[src/rtl/wprx_pkg.sv]
package wprx_pkg;

    typedef enum logic [2:0] {
        A_CMD   = 3'd0,
        A_DIV   = 3'd1,
        A_STALE = 3'd2,
        A_WMARK = 3'd3,
        A_XLEN  = 3'd4,
        A_STAT  = 3'd5,
        A_SNAP  = 3'd6,
        A_DATA  = 3'd7
    } reg_addr_e;

    localparam int CMD_RX_RST    = 0;
    localparam int CMD_RX_EN     = 1;
    localparam int CMD_STALE_CLR = 2;
    localparam int CMD_STALE_ARM = 3;
    localparam int CMD_ERR_CLR   = 4;

    localparam int WORD_W  = 32;
    localparam int LANES   = WORD_W / 8;
    localparam int OS_RATE = 16;

    typedef enum logic [1:0] {
        FR_IDLE,
        FR_START,
        FR_DATA,
        FR_STOP
    } fr_state_e;

endpackage

[src/rtl/wprx_frame.sv]
module wprx_frame
    import wprx_pkg::*;
#(
    parameter int DIV_W = 16
) (
    input  logic             clk,
    input  logic             rst_n,
    input  logic             en,
    input  logic             rxd,
    input  logic [DIV_W-1:0] div,
    output logic             os_tick,
    output logic             char_vld,
    output logic             frame_err,
    output logic [7:0]       char_data
);

    localparam logic [3:0] MID  = 4'(OS_RATE / 2 - 1);
    localparam logic [3:0] LAST = 4'(OS_RATE - 1);

    typedef struct packed {
        logic [DIV_W-1:0] dcnt;
        logic [1:0]       sync;
        fr_state_e        st;
        logic [3:0]       os;
        logic [2:0]       idx;
        logic [7:0]       sh;
        logic             vld;
        logic             ferr;
    } fr_t;

    fr_t              fr_q, fr_d;
    logic [DIV_W-1:0] div_m1;
    logic             tick;
    logic             line;

    always_comb begin
        div_m1    = (div == '0) ? '0 : div - 1'b1;
        tick      = (fr_q.dcnt >= div_m1);
        line      = fr_q.sync[1];
        fr_d      = fr_q;
        fr_d.vld  = 1'b0;
        fr_d.ferr = 1'b0;
        fr_d.sync = {fr_q.sync[0], rxd};
        fr_d.dcnt = tick ? '0 : fr_q.dcnt + 1'b1;
        if (!en) begin
            fr_d.st  = FR_IDLE;
            fr_d.os  = '0;
            fr_d.idx = '0;
        end else begin
            case (fr_q.st)
                FR_IDLE: begin
                    if (!line) begin
                        fr_d.st = FR_START;
                        fr_d.os = '0;
                    end
                end
                FR_START: begin
                    if (tick) begin
                        if (fr_q.os == MID) begin
                            fr_d.os  = '0;
                            fr_d.idx = '0;
                            fr_d.st  = line ? FR_IDLE : FR_DATA;
                        end else begin
                            fr_d.os = fr_q.os + 4'd1;
                        end
                    end
                end
                FR_DATA: begin
                    if (tick) begin
                        if (fr_q.os == LAST) begin
                            fr_d.os = '0;
                            fr_d.sh = {line, fr_q.sh[7:1]};
                            if (fr_q.idx == 3'd7) fr_d.st = FR_STOP;
                            else                  fr_d.idx = fr_q.idx + 3'd1;
                        end else begin
                            fr_d.os = fr_q.os + 4'd1;
                        end
                    end
                end
                FR_STOP: begin
                    if (tick) begin
                        if (fr_q.os == LAST) begin
                            fr_d.os   = '0;
                            fr_d.st   = FR_IDLE;
                            fr_d.vld  = line;
                            fr_d.ferr = !line;
                        end else begin
                            fr_d.os = fr_q.os + 4'd1;
                        end
                    end
                end
                default: fr_d.st = FR_IDLE;
            endcase
        end
    end

    always_ff @(posedge clk or negedge rst_n) begin
        if (!rst_n) begin
            fr_q <= '{dcnt: '0, sync: 2'b11, st: FR_IDLE, os: '0, idx: '0,
                      sh: '0, vld: 1'b0, ferr: 1'b0};
        end else begin
            fr_q <= fr_d;
        end
    end

    assign os_tick   = tick;
    assign char_vld  = fr_q.vld;
    assign frame_err = fr_q.ferr;
    assign char_data = fr_q.sh;

endmodule

[src/rtl/wprx_packer.sv]
module wprx_packer
    import wprx_pkg::*;
#(
    parameter int TOT_W = 16,
    parameter int STO_W = 16
) (
    input  logic              clk,
    input  logic              rst_n,
    input  logic              clr,
    input  logic              char_vld,
    input  logic [7:0]        char_data,
    input  logic              os_tick,
    input  logic [STO_W-1:0]  stale_to,
    input  logic [TOT_W-1:0]  xlen,
    input  logic              stale_clr,
    input  logic              stale_arm,
    output logic              push,
    output logic [WORD_W-1:0] push_word,
    output logic              stale_flag,
    output logic              armed,
    output logic [TOT_W-1:0]  snap
);

    localparam int LANE_W = $clog2(LANES);
    localparam logic [LANE_W-1:0] LANE_LAST = LANE_W'(LANES - 1);

    typedef struct packed {
        logic [WORD_W-1:0] word;
        logic [LANE_W-1:0] lane;
        logic [TOT_W-1:0]  total;
        logic              active;
        logic              armed;
        logic              flag;
        logic [TOT_W-1:0]  snap;
        logic [3:0]        sub;
        logic [STO_W-1:0]  bits;
        logic              push;
        logic [WORD_W-1:0] pword;
    } pk_t;

    pk_t               pk_q, pk_d;
    logic [WORD_W-1:0] merged;
    logic [TOT_W-1:0]  tot_n;
    logic              timeout;
    logic              len_hit;

    always_comb begin
        pk_d      = pk_q;
        pk_d.push = 1'b0;
        merged    = pk_q.word;
        merged[{pk_q.lane, 3'b000} +: 8] = char_data;
        tot_n     = pk_q.total + 1'b1;
        timeout   = pk_q.armed && pk_q.active && (stale_to != '0) && (pk_q.bits >= stale_to);
        len_hit   = pk_q.armed && (xlen != '0) && (tot_n == xlen);

        if (os_tick) begin
            pk_d.sub = pk_q.sub + 4'd1;
            if (pk_q.sub == 4'(OS_RATE - 1) && pk_q.bits != '1) begin
                pk_d.bits = pk_q.bits + 1'b1;
            end
        end

        if (char_vld) begin
            pk_d.active = 1'b1;
            pk_d.sub    = '0;
            pk_d.bits   = '0;
            pk_d.total  = tot_n;
            if (pk_q.lane == LANE_LAST || len_hit) begin
                pk_d.push  = 1'b1;
                pk_d.pword = merged;
                pk_d.word  = '0;
                pk_d.lane  = '0;
            end else begin
                pk_d.word = merged;
                pk_d.lane = pk_q.lane + 1'b1;
            end
            if (len_hit) begin
                pk_d.snap   = tot_n;
                pk_d.flag   = 1'b1;
                pk_d.armed  = 1'b0;
                pk_d.active = 1'b0;
                pk_d.total  = '0;
            end
        end else if (timeout) begin
            if (pk_q.lane != '0) begin
                pk_d.push  = 1'b1;
                pk_d.pword = pk_q.word;
            end
            pk_d.word   = '0;
            pk_d.lane   = '0;
            pk_d.snap   = pk_q.total;
            pk_d.flag   = 1'b1;
            pk_d.armed  = 1'b0;
            pk_d.active = 1'b0;
            pk_d.total  = '0;
        end

        if (stale_clr) pk_d.flag  = 1'b0;
        if (stale_arm) pk_d.armed = 1'b1;

        if (clr) begin
            pk_d.word   = '0;
            pk_d.lane   = '0;
            pk_d.total  = '0;
            pk_d.active = 1'b0;
            pk_d.sub    = '0;
            pk_d.bits   = '0;
            pk_d.push   = 1'b0;
        end
    end

    always_ff @(posedge clk or negedge rst_n) begin
        if (!rst_n) pk_q <= '0;
        else        pk_q <= pk_d;
    end

    assign push       = pk_q.push;
    assign push_word  = pk_q.pword;
    assign stale_flag = pk_q.flag;
    assign armed      = pk_q.armed;
    assign snap       = pk_q.snap;

endmodule

[src/rtl/wprx_fifo.sv]
module wprx_fifo #(
    parameter int DW    = 32,
    parameter int DEPTH = 8,
    parameter int CNT_W = $clog2(DEPTH + 1)
) (
    input  logic             clk,
    input  logic             rst_n,
    input  logic             clr,
    input  logic             push,
    input  logic [DW-1:0]    wdata,
    input  logic             pop,
    output logic [DW-1:0]    rdata,
    output logic [CNT_W-1:0] count,
    output logic             full,
    output logic             empty
);

    localparam int PW = (DEPTH > 1) ? $clog2(DEPTH) : 1;
    localparam logic [PW-1:0]    PTR_LAST = PW'(DEPTH - 1);
    localparam logic [CNT_W-1:0] CNT_FULL = CNT_W'(DEPTH);

    typedef struct packed {
        logic [DEPTH-1:0][DW-1:0] mem;
        logic [PW-1:0]            wp;
        logic [PW-1:0]            rp;
        logic [CNT_W-1:0]         cnt;
    } ff_t;

    ff_t  ff_q, ff_d;
    logic do_push, do_pop;

    always_comb begin
        full    = (ff_q.cnt == CNT_FULL);
        empty   = (ff_q.cnt == '0);
        do_push = push && !full;
        do_pop  = pop && !empty;
        ff_d    = ff_q;
        if (do_push) begin
            ff_d.mem[ff_q.wp] = wdata;
            ff_d.wp = (ff_q.wp == PTR_LAST) ? '0 : ff_q.wp + 1'b1;
        end
        if (do_pop) begin
            ff_d.rp = (ff_q.rp == PTR_LAST) ? '0 : ff_q.rp + 1'b1;
        end
        case ({do_push, do_pop})
            2'b10:   ff_d.cnt = ff_q.cnt + 1'b1;
            2'b01:   ff_d.cnt = ff_q.cnt - 1'b1;
            default: ff_d.cnt = ff_q.cnt;
        endcase
        if (clr) begin
            ff_d.wp  = '0;
            ff_d.rp  = '0;
            ff_d.cnt = '0;
        end
    end

    always_ff @(posedge clk or negedge rst_n) begin
        if (!rst_n) ff_q <= '0;
        else        ff_q <= ff_d;
    end

    assign rdata = ff_q.mem[ff_q.rp];
    assign count = ff_q.cnt;

endmodule

[src/rtl/wprx_top.sv]
module wprx_top
    import wprx_pkg::*;
#(
    parameter int DIV_W    = 16,
    parameter int DIV_INIT = 16,
    parameter int DEPTH    = 8,
    parameter int TOT_W    = 16,
    parameter int STO_W    = 16
) (
    input  logic        clk,
    input  logic        rst_n,
    input  logic        rxd,
    input  logic        reg_wr,
    input  logic        reg_rd,
    input  logic [2:0]  reg_addr,
    input  logic [31:0] reg_wdata,
    output logic [31:0] reg_rdata,
    output logic        irq_level,
    output logic        irq_stale
);

    localparam int CNT_W = $clog2(DEPTH + 1);

    typedef struct packed {
        logic [DIV_W-1:0] div;
        logic [STO_W-1:0] sto;
        logic [CNT_W-1:0] wm;
        logic [TOT_W-1:0] xlen;
        logic             rx_en;
        logic             ovr;
        logic             ferr;
    } ctl_t;

    ctl_t ctl_q, ctl_d;

    logic              cmd_wr, c_rst, c_en, c_sclr, c_sarm, c_eclr;
    logic              fr_en, os_tick, char_vld, frame_err;
    logic [7:0]        char_data;
    logic              pk_push, stale_flag, armed;
    logic [WORD_W-1:0] pk_word;
    logic [TOT_W-1:0]  snap;
    logic              ff_pop, ff_full, ff_empty;
    logic [WORD_W-1:0] ff_rdata;
    logic [CNT_W-1:0]  ff_cnt;
    logic              rx_en, ovr, ferr;

    always_comb begin
        cmd_wr = reg_wr && (reg_addr == A_CMD);
        c_rst  = cmd_wr && reg_wdata[CMD_RX_RST];
        c_en   = cmd_wr && reg_wdata[CMD_RX_EN];
        c_sclr = cmd_wr && reg_wdata[CMD_STALE_CLR];
        c_sarm = cmd_wr && reg_wdata[CMD_STALE_ARM];
        c_eclr = cmd_wr && reg_wdata[CMD_ERR_CLR];
        ff_pop = reg_rd && (reg_addr == A_DATA);
        fr_en  = ctl_q.rx_en && !c_rst;

        ctl_d = ctl_q;
        if (c_rst) ctl_d.rx_en = 1'b0;
        if (c_en)  ctl_d.rx_en = 1'b1;
        if (pk_push && ff_full) ctl_d.ovr  = 1'b1;
        if (frame_err)          ctl_d.ferr = 1'b1;
        if (c_eclr) begin
            ctl_d.ovr  = 1'b0;
            ctl_d.ferr = 1'b0;
        end
        if (reg_wr) begin
            case (reg_addr)
                A_DIV:   ctl_d.div  = reg_wdata[DIV_W-1:0];
                A_STALE: ctl_d.sto  = reg_wdata[STO_W-1:0];
                A_WMARK: ctl_d.wm   = reg_wdata[CNT_W-1:0];
                A_XLEN:  ctl_d.xlen = reg_wdata[TOT_W-1:0];
                default: ;
            endcase
        end
    end

    always_ff @(posedge clk or negedge rst_n) begin
        if (!rst_n) begin
            ctl_q <= '{div: DIV_W'(DIV_INIT), sto: '0, wm: '0, xlen: '0,
                       rx_en: 1'b0, ovr: 1'b0, ferr: 1'b0};
        end else begin
            ctl_q <= ctl_d;
        end
    end

    always_comb begin
        reg_rdata = '0;
        case (reg_addr)
            A_DIV:   reg_rdata[DIV_W-1:0] = ctl_q.div;
            A_STALE: reg_rdata[STO_W-1:0] = ctl_q.sto;
            A_WMARK: reg_rdata[CNT_W-1:0] = ctl_q.wm;
            A_XLEN:  reg_rdata[TOT_W-1:0] = ctl_q.xlen;
            A_STAT: begin
                reg_rdata[0]           = !ff_empty;
                reg_rdata[1]           = stale_flag;
                reg_rdata[2]           = ctl_q.ovr;
                reg_rdata[3]           = ctl_q.ferr;
                reg_rdata[4]           = ctl_q.rx_en;
                reg_rdata[5]           = irq_level;
                reg_rdata[8 +: CNT_W]  = ff_cnt;
            end
            A_SNAP:  reg_rdata[TOT_W-1:0] = snap;
            A_DATA:  reg_rdata = ff_empty ? '0 : ff_rdata;
            default: reg_rdata = '0;
        endcase
    end

    assign irq_level = (ctl_q.wm != '0) && (ff_cnt >= ctl_q.wm);
    assign irq_stale = stale_flag;
    assign rx_en     = ctl_q.rx_en;
    assign ovr       = ctl_q.ovr;
    assign ferr      = ctl_q.ferr;

    wprx_frame #(.DIV_W(DIV_W)) u_frame (
        .clk       (clk),
        .rst_n     (rst_n),
        .en        (fr_en),
        .rxd       (rxd),
        .div       (ctl_q.div),
        .os_tick   (os_tick),
        .char_vld  (char_vld),
        .frame_err (frame_err),
        .char_data (char_data)
    );

    wprx_packer #(.TOT_W(TOT_W), .STO_W(STO_W)) u_packer (
        .clk        (clk),
        .rst_n      (rst_n),
        .clr        (c_rst),
        .char_vld   (char_vld),
        .char_data  (char_data),
        .os_tick    (os_tick),
        .stale_to   (ctl_q.sto),
        .xlen       (ctl_q.xlen),
        .stale_clr  (c_sclr),
        .stale_arm  (c_sarm),
        .push       (pk_push),
        .push_word  (pk_word),
        .stale_flag (stale_flag),
        .armed      (armed),
        .snap       (snap)
    );

    wprx_fifo #(.DW(WORD_W), .DEPTH(DEPTH), .CNT_W(CNT_W)) u_fifo (
        .clk   (clk),
        .rst_n (rst_n),
        .clr   (c_rst),
        .push  (pk_push),
        .wdata (pk_word),
        .pop   (ff_pop),
        .rdata (ff_rdata),
        .count (ff_cnt),
        .full  (ff_full),
        .empty (ff_empty)
    );

endmodule

[config.mk]
export PLATFORM = sky130hd
export DESIGN_NAME = wprx_top
export DESIGN_NICKNAME = d
export VERILOG_FILES = /design/src/rtl/wprx_pkg.sv /design/src/rtl/wprx_frame.sv /design/src/rtl/wprx_packer.sv /design/src/rtl/wprx_fifo.sv /design/src/rtl/wprx_top.sv
export SDC_FILE = /design/constraint.sdc
export NUM_CORES = 1
export LEC_CHECK = 0
export BUFFER_PORTS_ARGS = -buffer_cell sky130_fd_sc_hd__buf_2
export CAP_MARGIN = 20
export CORE_UTILIZATION = 28
export DETAILED_ROUTE_END_ITERATION = 8
export GPL_TIMING_DRIVEN = 0
export HOLD_SLACK_MARGIN = 0.03
export PLACE_DENSITY = 0.5
export SYNTH_ARGS = -nofsm -noshare
export SYNTH_HDL_FRONTEND = slang
export SYNTH_HIERARCHICAL = 1
export SYNTH_SLANG_ARGS = --single-unit
[constraint.sdc]
create_clock -name clk -period 6.1 [get_ports clk]
set_clock_uncertainty 0.2 [all_clocks]
set_input_delay 0.305 -clock clk [delete_from_list [all_inputs] [get_ports clk]]
set_output_delay 0.305 -clock clk [all_outputs]
set_load 0.02 [all_outputs]
Word-level counts from Yosys, hierarchy flattened
Cells that the tools add are included.

Register bits after elaboration: 480. Input bits: 40. Word-level logic and storage cells: 214.

Add/sub/neg operators: 13. Order comparisons: 6. Equality and inequality tests: 36. Shifts and indexed selects: 2. Muxes and demuxes: 62. Reduce and logical (&&, ||, !) cells: 58.

Operators by type and width (number): $bwmux W256 (1); $mux W69 (2); $mux W33 (4); $bmux W32 S3 (1); $demux W32 S3 (1); $mux W32 (3); $mux W16 (4); $mux W51 (1); $add A16 B1 Y16 const B (3); $mux W20 (2); $mux W35 (1); $mux W34 (1); $bwmux W32 (1); $ge A16 B16 Y1 (2); $reduce_bool A16 Y1 (2); $shift A8 B7 Y32 const A (1); $shiftx A8 B7 Y32 (1); $ne A3 B3 Y1 const B (10); $pmux W4 S7 (1); $pmux W4 S6 (1); $pmux W6 S4 (1); $eq A3 B3 Y1 const B (7); $mux W21 (1); $mux W2 (10); 47 further kinds (115).

Depth between registers and ports, before layout
Depth in word-level cells: 7. Depth in mapped cells: 20. Gate-level depth less buffers: 17.

Hierarchy
Netlist, hierarchy kept.

Modules (own cells, without submodules): wprx_fifo (instances 1, cells each 733, area each 12314.3 µm²); wprx_packer (instances 1, cells each 809, area each 7642.3 µm²); wprx_top (instances 1, cells each 270, area each 3094.2 µm²); wprx_frame (instances 1, cells each 270, area each 2523.7 µm²).

Worst setup path after synthesis
Ideal clock, no wire load.

Kind: reg-to-reg. Start point: register ctl_q[48] in the netlist's numbering. End point: register u_packer/pk_q[43] in the netlist's numbering. Setup time: 78 ps. Arrival: 5007 ps. Path slack: 815 ps. Cell stages (with the launch flop): 20. Buffers on the path: 4. Period minus slack after synthesis: 5285 ps. Path through: dfrtp_1 -> or4_4 -> or3_4 -> or4_4 -> or3_4 -> buf_6 -> nand2_1 -> ha_1 -> nand4_1 -> nor4_1 -> a222oi_1 -> clkbuf_1 -> nand2_1 -> clkbuf_1 -> nand4_1 -> a41oi_1 -> clkbuf_1 -> o21ai_0 -> or3_1 -> a21oi_1.

Cells in the longest elaborated chain, start to end: 5. Elaborated cells between the ends (all ways): 6. Those cells by class: add/sub (1); order compare (1); mux (1); reduce/logical (3).

Ends and longest elaborated chain: start: declaration (line wprx_top.sv:34) `ctl_t ctl_q, ctl_d;`; start signal: assignment (line wprx_top.sv:79) `ctl_q <= '{div: DIV_W'(DIV_INIT), sto: '0, wm: '0, xlen: '0,`; start signal: assignment (line wprx_top.sv:82) `ctl_q <= ctl_d;`; $sub A16 B1 Y16 / $logic_not A16 Y1 (equally long branches) (line wprx_frame.sv:37) `div_m1 = (div == '0) ? '0 : div - 1'b1;`; $mux W16 * (line wprx_frame.sv:37); $ge A16 B16 Y1 * (line wprx_frame.sv:38) `tick = (fr_q.dcnt >= div_m1);`; via os_tick (line wprx_top.sv:37) `logic fr_en, os_tick, char_vld, frame_err;`; $reduce_bool A3 Y1 (no source line) *; $reduce_and A2 Y1 (no source line) *; end signal: assignment (line wprx_packer.sv:114) `else pk_q <= pk_d;`; end: declaration (line wprx_packer.sv:41) `pk_t pk_q, pk_d;`.

Mark *: on every way through the listed nets, which the timed path passes. The rest lies on a longest branch. A chain may end at the register's enable or synchronous reset.

Worst setup path in the final report
Start point: register ctl_q[48] in the netlist's numbering. End point: register u_packer/pk_q[41] in the netlist's numbering.

Same word-level chain as after synthesis.

==> qor.tcl <==
set qor(layout_commonest_cell) {sky130_fd_sc_hd__dfrtp_1}
set qor(grt_max_degree) 121
set qor(synth-edff-count) 0
set qor(grt_use_total_pct) 16.1
set qor(drive_above_1_share_pct) 32.7
set qor(mappedNetlistArea_sq_mm) 0.0256
set qor(syn-instance-count) 2082
set qor(pwr_density_cell_mw_per_mm2) 296
set qor(numPortBuffers) 55
set qor(cts_buffers) 55
set qor(clock_path_buffers) 3
set qor(arrival_time_at_the_worst_endpoint_ns) 5.98
set qor(synth-compound-area-share_pct) 9.92
set qor(synth_top_family_by_area) {multiplexers}
set qor(timing.max_cap.violations) 0
set qor(antenna_found_initial) 0
set qor(synth_sequential_area_ratio_pct) 47.0
set qor(mappedNetlistNets) 2180
set qor(numClockSinks) 480
set qor(finish.instance_area_sq_mm) 0.0297
set qor(post_layout_nonfiller_instances) 3446
set qor(critPathMaxFanout) 21
set qor(xor_xnor_cell_area_share_of_the_yosys_netlist_pct) 2.16
set qor(vdd.ir_drop.worst_mv) 0.193
set qor(min_period_ns) 5.68
set qor(synth-warning-count) 6
set qor(yosys_register_bits) 480
set qor(cts.clk_slew.worst_paths_ns) 0.06
set qor(wl_per_cell_um) 21.7
set qor(synth_simple_gate_area_share_pct) 9.88
set qor(fin_total_pwr_mw) 8.79
set qor(drtPass1Iterations) 6
set qor(status) {complete, no violations}
set qor(avgSynthCellArea_sq_um) 12.3
set qor(most_used_flip_flop_cell_after_synthesis) {sky130_fd_sc_hd__dfrtp_1}
set qor(finalWirelength_mm) 74.9
set qor(total_die_area_sq_mm) 0.0925
set qor(clock_tree_from_tritoncts) {built}
set qor(finalMaxSlewViolations) 0
set qor(htreeDepth) 2
set qor(timing_worst_setup_path_type) {reg -> reg}
set qor(p_switching_mw) 2.59
set qor(synthAdderAreaFrac_pct) 2.87
set qor(route.antenna.remaining_nets) 0
set qor(drc_errors) 0
set qor(dp.final_hpwl_mm) 53.1
set qor(worst-endpoint-required_ns) 6.40
set qor(static-leakage-power_nw) 13.7
set qor(setup_viol) 0
set qor(grt_setup_unrepaired) {false}
set qor(wire_length_of_the_first_global_routing_pass_mm) 115
set qor(clockPowerShare_pct) 41.2
set qor(syn2layout_area_growth_pct) 16.2
set qor(cp-start-kind) {flip-flop}
set qor(dr_total_vias) 17600
set qor(drt-initial-drc-count) 1131
set qor(end_kind) {flip-flop}
set qor(netlist-cell-type-count) 105
set qor(globalRouteOverflowTotal) 0
set qor(starting_density_of_the_core_pct) 28.3
set qor(io-pin-count) 74
set qor(internal_power_mw) 6.20
set qor(finish.utilization_pct) 32.9
set qor(floorplan.rows) 110
set qor(part_of_the_total_power_dissipated_in_combinational_logic_pct) 17.6
set qor(place_worst_setup_slack_ns) -0.518
set qor(power_switching_share_pct) 29.5
set qor(seq_power_share_pct) 41.1
set qor(post_synth_mux_area_share_pct) 22.6
set qor(clock_tree.root_cell) {sky130_fd_sc_hd__clkbuf_16}
set qor(asyncSetResetFlopFracSynth_pct) 100
set qor(finalWeightedCongestion) 0.901
set qor(core_area_sq_mm) 0.0903
set qor(hold_slack_ns) 0.0567
set qor(worst_slew_margin_rel_pct) 33.7
set qor(via_count_of_the_first_global_routing_pass) 18500
set qor(die_y_um) 304
set qor(nNetsFinal) 2321
set qor(worst_min_path_class) {in -> async}
set qor(hold_viol) 0
set qor(final.setup.tns_ns) 0
set qor(placedCellCount) 3319
set qor(mostFrequentLayoutCells) {sky130_fd_sc_hd__dfrtp_1, sky130_fd_sc_hd__mux2_2, sky130_fd_sc_hd__a21oi_1}
set qor(layout_worst_path_cycle_share_pct) 93.1
set qor(clock_latency_ns) 0.64
set qor(placed_area_sq_mm) 0.0275
set qor(worstMarginPinSlew_ns) 0.987
set qor(post_drt_via_cell_ratio) 5.11
set qor(setup_ws_ns) 0.418
set qor(floorplan.die.width_um) 304
set qor(max_freq_ghz) 0.176
==> area by class of cell <==
type,instances,area [sq um]
antenna,1,2.50
sequential,480,12000
buffer,188,1250
clock buffer,80,1570
timing repair buffer,85,661
tap,1176,1470
fill,9061,60600
clock inverter,23,425
inverter,49,184
multi-input combinational,1364,12100
==> final timing paths <==
kind	cells after the start	end	slack, ns	from
min in group clk	3	ctl_q[52]	0.09	reg_addr[0]
worst min-delay path	2	u_fifo/ff_q[40]	0.06	rst_n
worst max register to register	20	u_packer/pk_q[41]	0.42	ctl_q[48]
worst min register to register	0	u_frame/fr_q[20]	0.16	u_frame/fr_d[20]
max in group asynchronous	4	u_packer/pk_q[49]	4.05	rst_n
worst max-delay path	20	u_packer/pk_q[41]	0.42	ctl_q[48]
==> sequential cells by signal, indices dropped and copies added, names as in the netlist <==
name / flops
u_frame/fr_q: 26
u_fifo/count: 4
u_packer/push_word: 32
ferr: 1
u_packer/push: 1
u_frame/char_vld: 1
u_packer/stale_flag: 1
u_packer/armed: 1
u_packer/pk_q: 71
ovr: 1
u_packer/snap: 16
ctl_q: 52
rx_en: 1
u_fifo/ff_q: 262
u_frame/fr_d: 1
u_frame/frame_err: 1
u_frame/char_data: 8
==> layer usage <==
layer	GRT usage, %	vias to the layer above	wire length, um
met3	2.51	107	3410
met1	22.0	9116	34500
met5	0	-	0
met2	26.3	433	35000
li1	-	7960	-
met4	4.78	0	1920
==> kinds of logic after synthesis <==
| family | count (synthesis) |
|---|---|
| muxes | 449 |
| and+or+nand+nor | 445 |
| DFF | 480 |
| AOI/OAI and AO/OA | 349 |
| buffers and inverters | 238 |
| xor gates and xnor gates | 63 |
| adders and majority gates | 58 |
==> critical path, stage by stage (launching register included) <==
cell,delay [ns]
sky130_fd_sc_hd__dfrtp_1,0.47
sky130_fd_sc_hd__or4_4,0.58
sky130_fd_sc_hd__or3_4,0.36
sky130_fd_sc_hd__or4_4,0.44
sky130_fd_sc_hd__or3_4,0.37
sky130_fd_sc_hd__buf_6,0.15
sky130_fd_sc_hd__nand2_1,0.07
sky130_fd_sc_hd__ha_1,0.24
sky130_fd_sc_hd__a21o_1,0.18
sky130_fd_sc_hd__a21o_1,0.17
sky130_fd_sc_hd__a222oi_1,0.24
sky130_fd_sc_hd__buf_4,0.18
sky130_fd_sc_hd__clkbuf_1,0.41
sky130_fd_sc_hd__nand2_4,0.28
sky130_fd_sc_hd__nand4_1,0.22
sky130_fd_sc_hd__a41oi_1,0.08
sky130_fd_sc_hd__clkbuf_2,0.26
sky130_fd_sc_hd__o21ai_0,0.30
sky130_fd_sc_hd__nor2_1,0.09
sky130_fd_sc_hd__xnor2_1,0.17
sky130_fd_sc_hd__nor2_1,0.06
==> cell usage after synthesis (all sizes together), types with 8 or more instances <==
| cell | count | area [sq um] |
|---|---|---|
| nor4 | 21 | 161 |
| nand2b | 16 | 108 |
| or4 | 9 | 75.1 |
| a221o | 37 | 374 |
| ha | 57 | 713 |
| mux4 | 64 | 1440 |
| clkbuf | 49 | 185 |
| a31oi | 11 | 68.8 |
| nor2 | 99 | 388 |
| a22oi | 19 | 143 |
| mux2 | 353 | 4010 |
| mux2i | 32 | 320 |
| nor3 | 23 | 131 |
| o221ai | 8 | 70.1 |
| a21oi | 101 | 505 |
| a221oi | 9 | 78.8 |
| or3 | 11 | 80.1 |
| and4 | 9 | 81.3 |
| xnor2 | 26 | 228 |
| dfrtp | 477 | 11900 |
| o21ai | 37 | 185 |
| a211oi | 16 | 133 |
| nor2b | 38 | 238 |
| buf | 140 | 1070 |
| and2 | 25 | 159 |
| xor2 | 37 | 324 |
| nand3 | 34 | 188 |
| a21o | 12 | 90.1 |
| nand4 | 25 | 178 |
| nand2 | 98 | 370 |
| o211ai | 10 | 75.1 |
| inv | 49 | 184 |
| o2bb2ai | 36 | 315 |
==> what timing repair did <==
action / 4_1_cts / 5_1_grt
gates resized for setup: 1 / 3
setup buffers: 2 / 0
hold buffers: 21 / 0
endpoints found under the setup margin: 16 / 2
endpoints found under the hold margin: 170 / 0
pin swaps: 1 / 0
==> power by group through the flow <==
stage | sequential, mW | combinational, mW | clock, mW
floorplan | 3.56 | 1.04 | 0
global placement | 3.66 | 1.49 | 0
detailed placement | 3.67 | 1.54 | 0
CTS | 3.61 | 1.56 | 3.74
global route | 3.63 | 1.70 | 3.86
finish | 3.62 | 1.55 | 3.63
No activity file was read; power rests on OpenSTA's default activity.
